File: src/rtl/stepper_seq.sv
module stepper_seq #(
  parameter int DIV = 520833
) (
  input  logic       clk,
  input  logic       rst,
  input  logic       inhibit,
  input  logic       cw,
  output logic [3:0] coil,
  output logic [3:0] led
);
  localparam int CNTW = (DIV > 2) ? $clog2(DIV) : 1;
  localparam logic [CNTW-1:0] LAST = CNTW'(DIV - 1);
  localparam logic [3:0] HOME = 4'b0001;

  logic [CNTW-1:0] cnt;
  logic [3:0]      st, st_nx, pat_nx;
  logic            tick;

  assign tick = (cnt == LAST);

  always_comb begin
    if (!$onehot(st))
      st_nx = HOME;
    else if (tick && !inhibit)
      st_nx = cw ? {st[2:0], st[3]} : {st[0], st[3:1]};
    else
      st_nx = st;
  end

  assign pat_nx = {st_nx[0] | st_nx[3], st_nx[0] | st_nx[1],
                   st_nx[1] | st_nx[2], st_nx[2] | st_nx[3]};

  always_ff @(posedge clk) begin
    if (rst) begin
      cnt  <= '0;
      st   <= HOME;
      coil <= 4'b1100;
      led  <= 4'b1100;
    end else begin
      cnt  <= tick ? '0 : cnt + 1'b1;
      st   <= st_nx;
      coil <= pat_nx;
      led  <= pat_nx;
    end
  end
endmodule

File: config.mk
export PLATFORM = sky130hd
export DESIGN_NAME = stepper_seq
export DESIGN_NICKNAME = d
export VERILOG_FILES = /design/src/rtl/stepper_seq.sv
export SDC_FILE = /design/constraint.sdc
export NUM_CORES = 1
export LEC_CHECK = 0
export BUFFER_PORTS_ARGS = -buffer_cell sky130_fd_sc_hd__buf_2
export CAP_MARGIN = 15
export CORE_MARGIN = 8
export CORE_UTILIZATION = 61
export DETAILED_ROUTE_END_ITERATION = 16
export MAX_ROUTING_LAYER = met4
export PLACE_DENSITY = 0.87
export SLEW_MARGIN = 25
export SYNTH_ARGS = -nofsm -noshare
export SYNTH_HDL_FRONTEND = slang
export SYNTH_SLANG_ARGS = --single-unit
File: constraint.sdc
create_clock -name clk -period 4 [get_ports clk]
set_input_delay 0.6 -clock clk [delete_from_list [all_inputs] [get_ports clk]]
set_output_delay 0.6 -clock clk [all_outputs]
set_load 0.02 [all_outputs]
==> summary.txt, run 1 <==
Logic synthesis
  – Syn avg cell area: between 9 and 10 um^2
  – Cell count after synthesis: approximately 150
  – Async S/R FF share, synth: 0
  – Main synth FF type: dfxtp_1
  – Netlist cell types: 32
  – Post-synth EDFFs: 0
  – Synth warn: 0
  – Post-synthesis net count: about 160
  – Cell Area, Synth: about 1300 um^2
  – #FFs+latches synth: 27
  – Post-synthesis sequential area ratio: 0.409

Die
  – Starting Density: 0.621
  – # IOs: 12
  – Chip width: 62.5 um
  – Die height: approximately 63 um
  – Core area: 2130 um^2
  – Rows: 17
  – Die area: roughly 4000 um^2

Cells and area
  – Area Overhead vs Synth: 5.12%
  – Nets: 165
  – Layout cells sized above 1: 0.142
  – # diodes: 0
  – Most frequent cells in the layout: nor2_1 (29), dfxtp_1 (27), xor2_1 (11), buf_2 (11), nand2_1 (10)
  – Commonest non-fill, non-tap cell in the layout: nor2_1
  – Final core area utilization: 0.652

STA
  – Worst Skew: ~0.0010 ns
  – Worst-margin pin slew: slightly below 0.8 ns
  – TNS Setup: 0 ns
  – Slew margin rel.: 0.483
  – Final Setup Violations: 0
  – Fmax: about 350 MHz
  – Crit share post-route: 0.705
  – Hold Slack: 0.484 ns
  – Slew Viols, Final: 0
  – Final critical-path required period: 2.82 ns
  – RSZ-0062 raised after global routing: no
  – Final hold vios: 0

CTS
  – Clock slew at reported path FFs: 0.13 ns
  – Later-pin clock latency in the skew report: approximately 0.31 ns
  – CTS Sinks: 27
  – Gates resized, CTS repair: 0
  – Setup Fix Bufs, Post-CTS: 0
  – Max Root-Sink Buffers: 2
  – Hold Buf Count CTS: 0
  – Root buf cell: clkbuf_4
  – CTS tree: done
  – CTS Buf Count: 3
  – Number of H-tree levels: 1

Critical path
  – CP Class: reg -> reg
  – Startpoint Class: flop
  – Crit-path max FO: 7
  – R2R Setup Slk: ~1.2 ns
  – RR Endpoint: led[2]
  – Worst reg2reg startpoint: st[1]
  – CP arrival: approximately 3.0 ns
  – Required time worst endpoint: between 4 and 5 ns
  – Worst r2r path cells: 10
  – Crit end category: flop

Run
  – Max Cap Viol: 0

Detailed routing
  – DRT Pass-1 Iters: 4
  – Via density: 5.33
  – Wire per inst: ~13 um
  – WL final: approximately 2.3 mm
  – Post-route DRC violation count: 0
  – Routed Antenna Nets: 0
  – Starting DRC count in detailed routing: 29
  – Via Count: about 980

Pwr
  – PD cells: slightly below 300 nW/um^2
  – Peak supply drop: 0.000239 V
  – P_leak: about 0.54 nW

Worst hold path
  – Hold_sp: cnt[0]
  – Worst hold path cell count: 1
  – Hold Path End: cnt[0]
  – Hold Path Class: reg -> reg

Global route
  – Initial antenna violation count: 0
  – Total GRT Usage: 0.131
  – Largest net degree at the start of global routing: 20
  – First-pass GRT wire length: 4.23 mm
  – Remaining Overflow, GRT: 0
  – Vias in the first global route: ~1000

Status
  – Status: complete, no violations

Place
  – HPWL after detailed placement: about 1.8 mm
  – GP Congestion: between 0.8 and 0.9
  – # port buffers: 11
-- logic make-up (layout without fill, tap and decap cells) --
family / Yosys count / count (layout) / share of synthesized area
multiplexers: 4 / 4 / 0.0351
XOR/XNOR: 17 / 17 / 0.113
buffers and inverters: 15 / 24 / 0.0626
AO/OA/AOI/OAI: 7 / 7 / 0.0370
AND/OR/NAND/NOR: 71 / 71 / 0.290
adder cells (fa/ha/maj): 5 / 5 / 0.0531
flip-flops: 27 / 27 / 0.409
-- cell usage after synthesis, types with 2 or more instances --
library cell	number	area, um^2
buf_4	5	37.5
nand4_1	3	18.8
xor2_1	11	96.3
o21ai_1	2	10.0
nand2_1	10	37.5
ha_1	4	50.1
mux2i_1	2	20.0
and2_1	3	18.8
nor3_1	7	35.0
o21ai_0	2	10.0
nor2_1	29	109
xnor2_1	6	52.6
nand3_1	9	45.0
dfxtp_1	27	541
inv_1	9	33.8
-- worst max path at each step --
stage,cells after the start,endpoint,startpoint
floorplan,11,led[2],st[0]
global placement,10,led[2],st[0]
detailed placement,10,led[2],st[1]
CTS,10,led[2],st[1]
global route,10,led[2],st[0]
finish,10,led[2],st[1]
-- stage by stage --
step	power, mW	setup slack (ns)	std cells	area, um^2
finish	0.402	1.18	183	1390
global route	0.417	1.08	183	1390
CTS	0.406	1.21	183	1390
detailed placement	0.297	1.22	179	1360
global placement	0.295	1.35	179	1360
floorplan	0.292	1.39	146	1320
-- layout make-up --
class | count | area, um^2
Clock buffer | 4 | 26.3
Fill cell | 170 | 739
Inverter | 9 | 33.8
Multi-Input combinational cell | 104 | 697
Sequential cell | 27 | 541
Tap cell | 28 | 35.0
Timing Repair Buffer | 11 | 55.1
-- routing by layer --
metal  vias up  GRT usage  part of all wire
met1       449      0.141              0.45
met4         0     0.0570             0.012
met3         4     0.0376             0.059
met5         -          -                 0
li1        498          -                 -
met2        25      0.219              0.47
-- worst max-delay path, cell delays in order (launching register included) --
cell and delay [ns]:
dfxtp_1 0.41, inv_1 0.10, fa_1 0.52, inv_1 0.05, ha_1 0.17, ha_1 0.26
or3b_1 0.41, or2_1 0.33, a211oi_2 0.23, mux2_4 0.18, o21ai_1 0.06
-- sequential cells by signal, summed over array words and instances (netlist names) --
signal / cells
cnt: 19
led: 4
st: 4
-- power breakdown --
group	internal [mW]	switching (mW)
logic	0.00630	0.0104
registers	0.271	0.00244
clock network	0.0389	0.0725
total	0.317	0.0854
No activity file was read; power rests on OpenSTA's default activity.
==> inputs of run 2 (changes only) <==
Settings changed: ABC_AREA set to 1, CORE_UTILIZATION 61 to 58, PLACE_DENSITY 0.87 to 0.83.
Clock period 4 ns to 2.78 ns, I/O delays scaled along.
==> run 2 against run 1 <==
Area after synthesis up 12%; register-to-register slack lost 0.86 ns; critical path depth grew 1; highest routed layer unchanged; critical endpoint unchanged; largest power group unchanged; die area is 13% higher; synthesized cell count rose by 41%; power grew 45%; global-route usage down 0.088 points; non-clock buffer count did not move; sequential power rose by 44%; clock skew up 0.0023 ns.
==> summary.txt, run 2 <==
Cells and area
  – Most frequent cells in the layout: nand2_1 (40), inv_1 (31), nor2_1 (29)
  – Final core area utilization: 0.634 (-0.0183)
  – # diodes: 0 (unchanged)
  – Area Overhead vs Synth: 4.98%
  – Post-route cell area: 1560 um^2 (+12%)
  – Nets: 225 (+36%)
  – Max reg flops: 19 (unchanged)
  – Reg with most FFs: cnt
  – Commonest non-fill, non-tap cell in the layout: nand2_1
  – Largest regs: cnt (19), led (4), st (4)
  – FILL cells: 235 (+38%)
  – Layout cells sized above 1: 0.153 (+0.0116)

CTS
  – CTS Sinks: 27 (unchanged)
  – CTS Buf Count: 3 (unchanged)
  – Gates resized, CTS repair: 0 (unchanged)
  – Hold Buf Count CTS: 0 (unchanged)
  – Number of H-tree levels: 1 (unchanged)
  – CTS tree: done
  – Clock slew at reported path FFs: 0.14 ns (about the same)
  – Setup Fix Bufs, Post-CTS: 0 (unchanged)
  – Root buf cell: clkbuf_4
  – Later-pin clock latency in the skew report: 0.31 ns (about the same)
  – Max Root-Sink Buffers: 2 (unchanged)

Detailed routing
  – Via Count: 1207 (+24%)
  – Starting DRC count in detailed routing: 54 (+86%)
  – DRT Pass-1 Iters: 4 (unchanged)
  – Routed Antenna Nets: 0 (unchanged)
  – Via density: 4.93 (-7.6%)
  – Wire per inst: 10.3 um (-17%)
  – WL final: 2.54 mm (+11%)
  – Post-route DRC violation count: 0 (unchanged)

Global route
  – Largest net degree at the start of global routing: 20 (unchanged)
  – Initial antenna violation count: 0 (unchanged)
  – Total GRT Usage: 0.130 (-0.000876)
  – Remaining Overflow, GRT: 0 (unchanged)
  – Met1 Use GR: 0.151 (+0.0101)
  – GRT met2 Usage: 0.207 (-0.0119)
  – GR Util met3: 0.0252 (-0.0125)
  – First-pass GRT wire length: 4.56 mm (+7.8%)
  – Vias in the first global route: 1174 (+17%)
  – Gr busiest metal: met2

Place
  – GP Congestion: 0.917 (+14%)
  – Placed cell area: 1530 um^2 (+12%)
  – HPWL after detailed placement: 2.01 mm (+13%)
  – # port buffers: 11 (unchanged)

STA
  – Final hold vios: 0 (unchanged)
  – Worst Skew: 0.00327 ns (+0.00226 ns)
  – Crit share post-route: 0.885 (+0.180)
  – Final critical-path required period: 2.46 ns (-0.358 ns)
  – Fmax: 406 MHz (+15%)
  – RSZ-0062 raised after global routing: no
  – Slew margin rel.: 0.644 (+0.160)
  – Worst-margin pin slew: 0.533 ns (-0.241 ns)
  – Slew Viols, Final: 0 (unchanged)
  – TNS Setup: 0 ns (unchanged)
  – Final Setup Violations: 0 (unchanged)

Critical path
  – Crit end category: flop
  – Sequence of cells on the critical path: inv_1 -> fa_1 -> inv_1 -> ha_1 -> ha_1 -> nor3b_1 -> nand2_1 -> inv_1 -> nand2_1 -> nor2_2 -> nand2_1
  – Crit path largest cell delay: 0.53 ns (about the same)
  – Worst path slowest cell: fa_1
  – CP Class: reg -> reg
  – R2R Setup Slk: 0.32 ns (-0.86 ns)
  – CP arrival: 2.68 ns (-0.35 ns)
  – Required time worst endpoint: 3.00 ns (-1.21 ns)
  – Crit-path max FO: 5 (-2)
  – Worst r2r path cells: 11 (+1)
  – Startpoint Class: flop

Pwr
  – Peak supply drop: 0.000321 V (+34%)
  – P_leak: 0.647 nW (+20%)
  – PD cells: 375 nW/um^2 (+29%)

Logic synthesis
  – Post-synthesis sequential area ratio: 0.365 (-0.0449)
  – Netlist cell types: 28 (-13%)
  – Count leader, synth: nand2_1
  – Cell count after synthesis: 206 (+41%)
  – #FFs+latches synth: 27 (unchanged)
  – Main synth FF type: dfxtp_1
  – Async S/R FF share, synth: 0 (unchanged)
  – Synth warn: 0 (unchanged)
  – Top cells by area, synth: dfxtp_1 (36%), nand2_1 (10%), inv_1 (7.8%)
  – Synth area leader: dfxtp_1
  – Post-synthesis net count: 215 (+39%)
  – Post-synth EDFFs: 0 (unchanged)
  – Cell Area, Synth: 1480 um^2 (+12%)
  – Most frequent cells after synthesis: nand2_1 (40), inv_1 (31), nor2_1 (29), dfxtp_1 (27)
  – Syn avg cell area: 7.20 um^2 (-20%)
  – Synth top area share: 0.365 (-0.0449)

Die
  – Chip width: 66.6 um (+6.5%)
  – Die area: 4430 um^2 (+13%)
  – Starting Density: 0.604 (-0.0166)
  – # IOs: 12 (unchanged)
  – Core area: 2450 um^2 (+15%)
  – Rows: 18 (+1)
  – Die height: 66.6 um (+6.5%)

Worst hold path
  – Hold Path Class: in -> reg
  – Worst hold path cell count: 4 (+3)

Status
  – Status: complete, no violations

Run
  – Max Cap Viol: 0 (unchanged)
-- run 2: cell types whose count changed in the layout (fill, tap and decap cells not counted), sizes merged, moves of 3 or more --
cell / before / now
nor2: 29 / 36
nor3b: 0 / 4
or2: 1 / 4
nand3: 9 / 12
a21oi: 1 / 9
xor2: 11 / 4
nand2: 10 / 43
inv: 9 / 32
xnor2: 6 / 1
and2: 3 / 0
nand3b: 0 / 3
nand4: 4 / 9
-- run 2: final timing paths --
check | start | to
worst max-delay path | st[0] | led[2]
worst min-delay path | inhibit | st[0]
worst max register to register | st[0] | led[2]
worst min register to register | cnt[17] | cnt[17]
-- run 2: report_power, final --
group | internal [mW] | switching [mW]
sequential | 0.391 | 0.00451
combinational | 0.00777 | 0.0157
clock | 0.0561 | 0.108
total | 0.454 | 0.129
-- run 2: per-layer routing --
layer	part of all wire	wire, um
met1	0.48	1230
met2	0.45	1150
met3	0.039	100
met4	0.023	59
met5	0	0
-- run 2: worst max-delay path, delay by kind of cell (launching register included) --
family | cells | cell delay [ns]
flops | 1 | 0.37
fa+ha+maj | 3 | 0.96
buf+inv | 3 | 0.21
simple gates | 5 | 0.81
-- run 2: cell families (layout without fill, tap and decap cells) --
group	count (synthesis)	in the layout	share of synthesized area
AO/OA/AOI/OAI	12	12	0.0456
XOR/XNOR	5	5	0.0295
adder cells (fa/ha/maj)	5	5	0.0473
buffers and inverters	38	47	0.111
flip-flops	27	27	0.365
AND/OR/NAND/NOR	119	119	0.402
-- run 2: layout make-up --
class                   count  area, um^2  share of cell area
inverters                  32         120              0.0772
flip-flops and latches     27         541               0.347
repair buffers             11        55.1              0.0354
clock buffers               4        26.3              0.0169
well taps                  30        37.5              0.0241
multi-input cells         141         777               0.499
-- run 2: per-stage QoR --
stage | worst slack [ns] | std cells | hold slack, ns | total power [mW]
floorplan | 0.518 | 206 | 0.445 | 0.422
global placement | 0.422 | 241 | 0.465 | 0.427
detailed placement | 0.333 | 241 | 0.474 | 0.427
CTS | 0.313 | 245 | 0.422 | 0.591
global route | 0.126 | 245 | 0.440 | 0.615
finish | 0.320 | 245 | 0.438 | 0.583
==> inputs of run 3 (changes only) <==
Settings changed: CORE_MARGIN 8 to not set.
==> run 3 against run 2 <==
Clock power rose by 7%; count of clock-buffer cells in the layout fell by 1; wire length rose by 16%; sequential share of layout area fell by 0.14 points; global-route usage rose by 12 points; setup slack improved by 0.12 ns; fmax rose by 4.9%; register-to-register slack improved by 0.12 ns; critical path type unchanged; critical endpoint unchanged.
==> summary.txt, run 3 (same netlist as run 2, synthesis figures left out) <==
Global route
  – Met1 Use GR: 0.330 (+0.179)
  – Vias in the first global route: 1137 (-3.2%)
  – Gr busiest metal: met2
  – GRT met2 Usage: 0.378 (+0.171)
  – GR Util met3: 0.0377 (+0.0125)
  – Initial antenna violation count: 0 (unchanged)
  – Total GRT Usage: 0.248 (+0.118)
  – First-pass GRT wire length: 4.89 mm (+7.1%)
  – Remaining Overflow, GRT: 0 (unchanged)
  – Largest net degree at the start of global routing: 20 (unchanged)

Detailed routing
  – Starting DRC count in detailed routing: 49 (-9.3%)
  – Via Count: 1292 (+7.0%)
  – WL final: 2.94 mm (+16%)
  – DRT Pass-1 Iters: 4 (unchanged)
  – Via density: 5.30 (+7.5%)
  – Wire per inst: 12.1 um (+17%)
  – Routed Antenna Nets: 0 (unchanged)
  – Post-route DRC violation count: 0 (unchanged)

Die
  – Starting Density: 0.640 (+0.0355)
  – Rows: 17 (-1)
  – # IOs: 12 (unchanged)
  – Die height: 52.6 um (-21%)
  – Die area: 2760 um^2 (-38%)
  – Chip width: 52.6 um (-21%)
  – Core area: 2320 um^2 (-5.6%)

STA
  – Final Setup Violations: 0 (unchanged)
  – Crit share post-route: 0.843 (-0.0417)
  – Slew Viols, Final: 0 (unchanged)
  – Final hold vios: 0 (unchanged)
  – RSZ-0062 raised after global routing: no
  – TNS Setup: 0 ns (unchanged)
  – Worst-margin pin slew: 0.314 ns (-0.220 ns)
  – Fmax: 427 MHz (+4.9%)
  – Worst Skew: 0.0105 ns (+0.00720 ns)
  – Slew margin rel.: 0.789 (+0.146)
  – Final critical-path required period: 2.34 ns (-0.116 ns)

Critical path
  – Cell count along the critical path: 12 (+1)
  – Worst r2r path cells: 12 (+1)
  – CP Class: reg -> reg
  – Crit path largest cell delay: 0.55 ns (+0.02 ns)
  – Worst path slowest cell: fa_1
  – Required time worst endpoint: 3.03 ns (+0.03 ns)
  – Top Family by Delay on Critical Path: adder cells
  – Crit path buf inv count: 4 (+1)
  – Startpoint Class: flop
  – Crit end category: flop
  – Crit-path max FO: 5 (unchanged)
  – Sequence of cells on the critical path: inv_1 -> fa_1 -> inv_1 -> ha_1 -> ha_1 -> nor3b_1 -> buf_4 -> nand2_1 -> inv_1 -> nand2_1 -> nor2_2 -> nand2_1
  – CP arrival: 2.59 ns (-0.09 ns)

Cells and area
  – Largest regs: cnt (19), led (4), st (4)
  – Layout cells sized above 1: 0.162 (+0.00855)
  – Nets: 226 (+0.44%)
  – Reg with most FFs: cnt
  – Reg area: 541 um^2 (unchanged)
  – # diodes: 0 (unchanged)
  – Area Overhead vs Synth: 5.40%
  – Max reg flops: 19 (unchanged)
  – Most frequent cells in the layout: nand2_1 (40), inv_1 (31), nor2_1 (29)
  – FILL cells: 199 (-15%)
  – Multi-input gate area: 777 um^2 (unchanged)
  – Final std cells w/o fill: 244 (-0.41%)
  – Commonest non-fill, non-tap cell in the layout: nand2_1

CTS
  – Clock slew at reported path FFs: 0.15 ns (about the same)
  – Later-pin clock latency in the skew report: 0.34 ns (+0.03 ns)
  – Number of H-tree levels: 1 (unchanged)
  – CTS Buf Count: 3 (unchanged)
  – CTS tree: done
  – CTS Sinks: 27 (unchanged)
  – Root buf cell: clkbuf_4
  – Setup Fix Bufs, Post-CTS: 0 (unchanged)
  – Hold Buf Count CTS: 0 (unchanged)
  – Max Root-Sink Buffers: 2 (unchanged)
  – Gates resized, CTS repair: 0 (unchanged)

Pwr
  – P_leak: 0.654 nW (+1.1%)
  – Peak supply drop: 0.000280 V (-13%)
  – PD cells: 381 nW/um^2 (+1.7%)

Run
  – Max Cap Viol: 0 (unchanged)

Status
  – Status: complete, no violations

Place
  – # port buffers: 11 (unchanged)
  – GP Congestion: 0.924 (+0.77%)
  – Cells after DPL: 240 (-0.41%)
  – HPWL after detailed placement: 2.29 mm (+14%)

Worst hold path
  – Hold Path Class: in -> reg
  – Worst hold path cell count: 4 (unchanged)
[run 3: cell count changes in the layout (fill, tap and decap cells not counted)]
cell      delta
clkbuf_1     -1
clkinv_2     +1
buf_4        +1
[run 3: final timing paths]
path           start  endpoint  slack, ns
max            st[0]    led[2]       0.44
min          inhibit     st[0]       0.43
max reg2reg    st[0]    led[2]       0.44
min reg2reg  cnt[17]   cnt[17]       0.49
[run 3: worst reg2reg max path, cell delays in order, from the launching register on]
cell	delay [ns]
dfxtp_1	0.38
inv_1	0.08
fa_1	0.55
inv_1	0.04
ha_1	0.17
ha_1	0.26
nor3b_1	0.19
buf_4	0.16
nand2_1	0.05
inv_1	0.08
nand2_1	0.07
nor2_2	0.15
nand2_1	0.07
[run 3: per-stage QoR]
step           power (mW)  worst slack (ns)  area, um^2   util  hold WS, ns
2_1_floorplan       0.422             0.518        1480      -        0.445
3_3_place_gp        0.426             0.572        1540  0.662        0.460
3_5_place_dp        0.428             0.459        1540  0.662        0.473
4_1_cts             0.594             0.441        1560  0.674        0.435
5_1_grt             0.612             0.299        1560  0.674        0.446
6_report            0.596             0.436        1560  0.674        0.433
[run 3: where the power goes]
part,switching (mW),internal (mW)
combinational,0.0162,0.00783
sequential,0.00488,0.391
clock,0.122,0.0541
[run 3: layout make-up]
| cell class | count | area share |
|---|---|---|
| multi-input cells | 141 | 0.497 |
| flip-flops and latches | 27 | 0.346 |
| inverters | 32 | 0.0769 |
| repair buffers | 12 | 0.0400 |
| well taps | 28 | 0.0224 |
| clock buffers | 3 | 0.0144 |
| clock inverters | 1 | 0.00320 |
[run 3: per-layer routing]
layer / vias to the layer above / part of all wire
met5: - / 0
met4: 0 / 0.018
met3: 9 / 0.054
met2: 54 / 0.45
met1: 567 / 0.47
li1: 662 / -
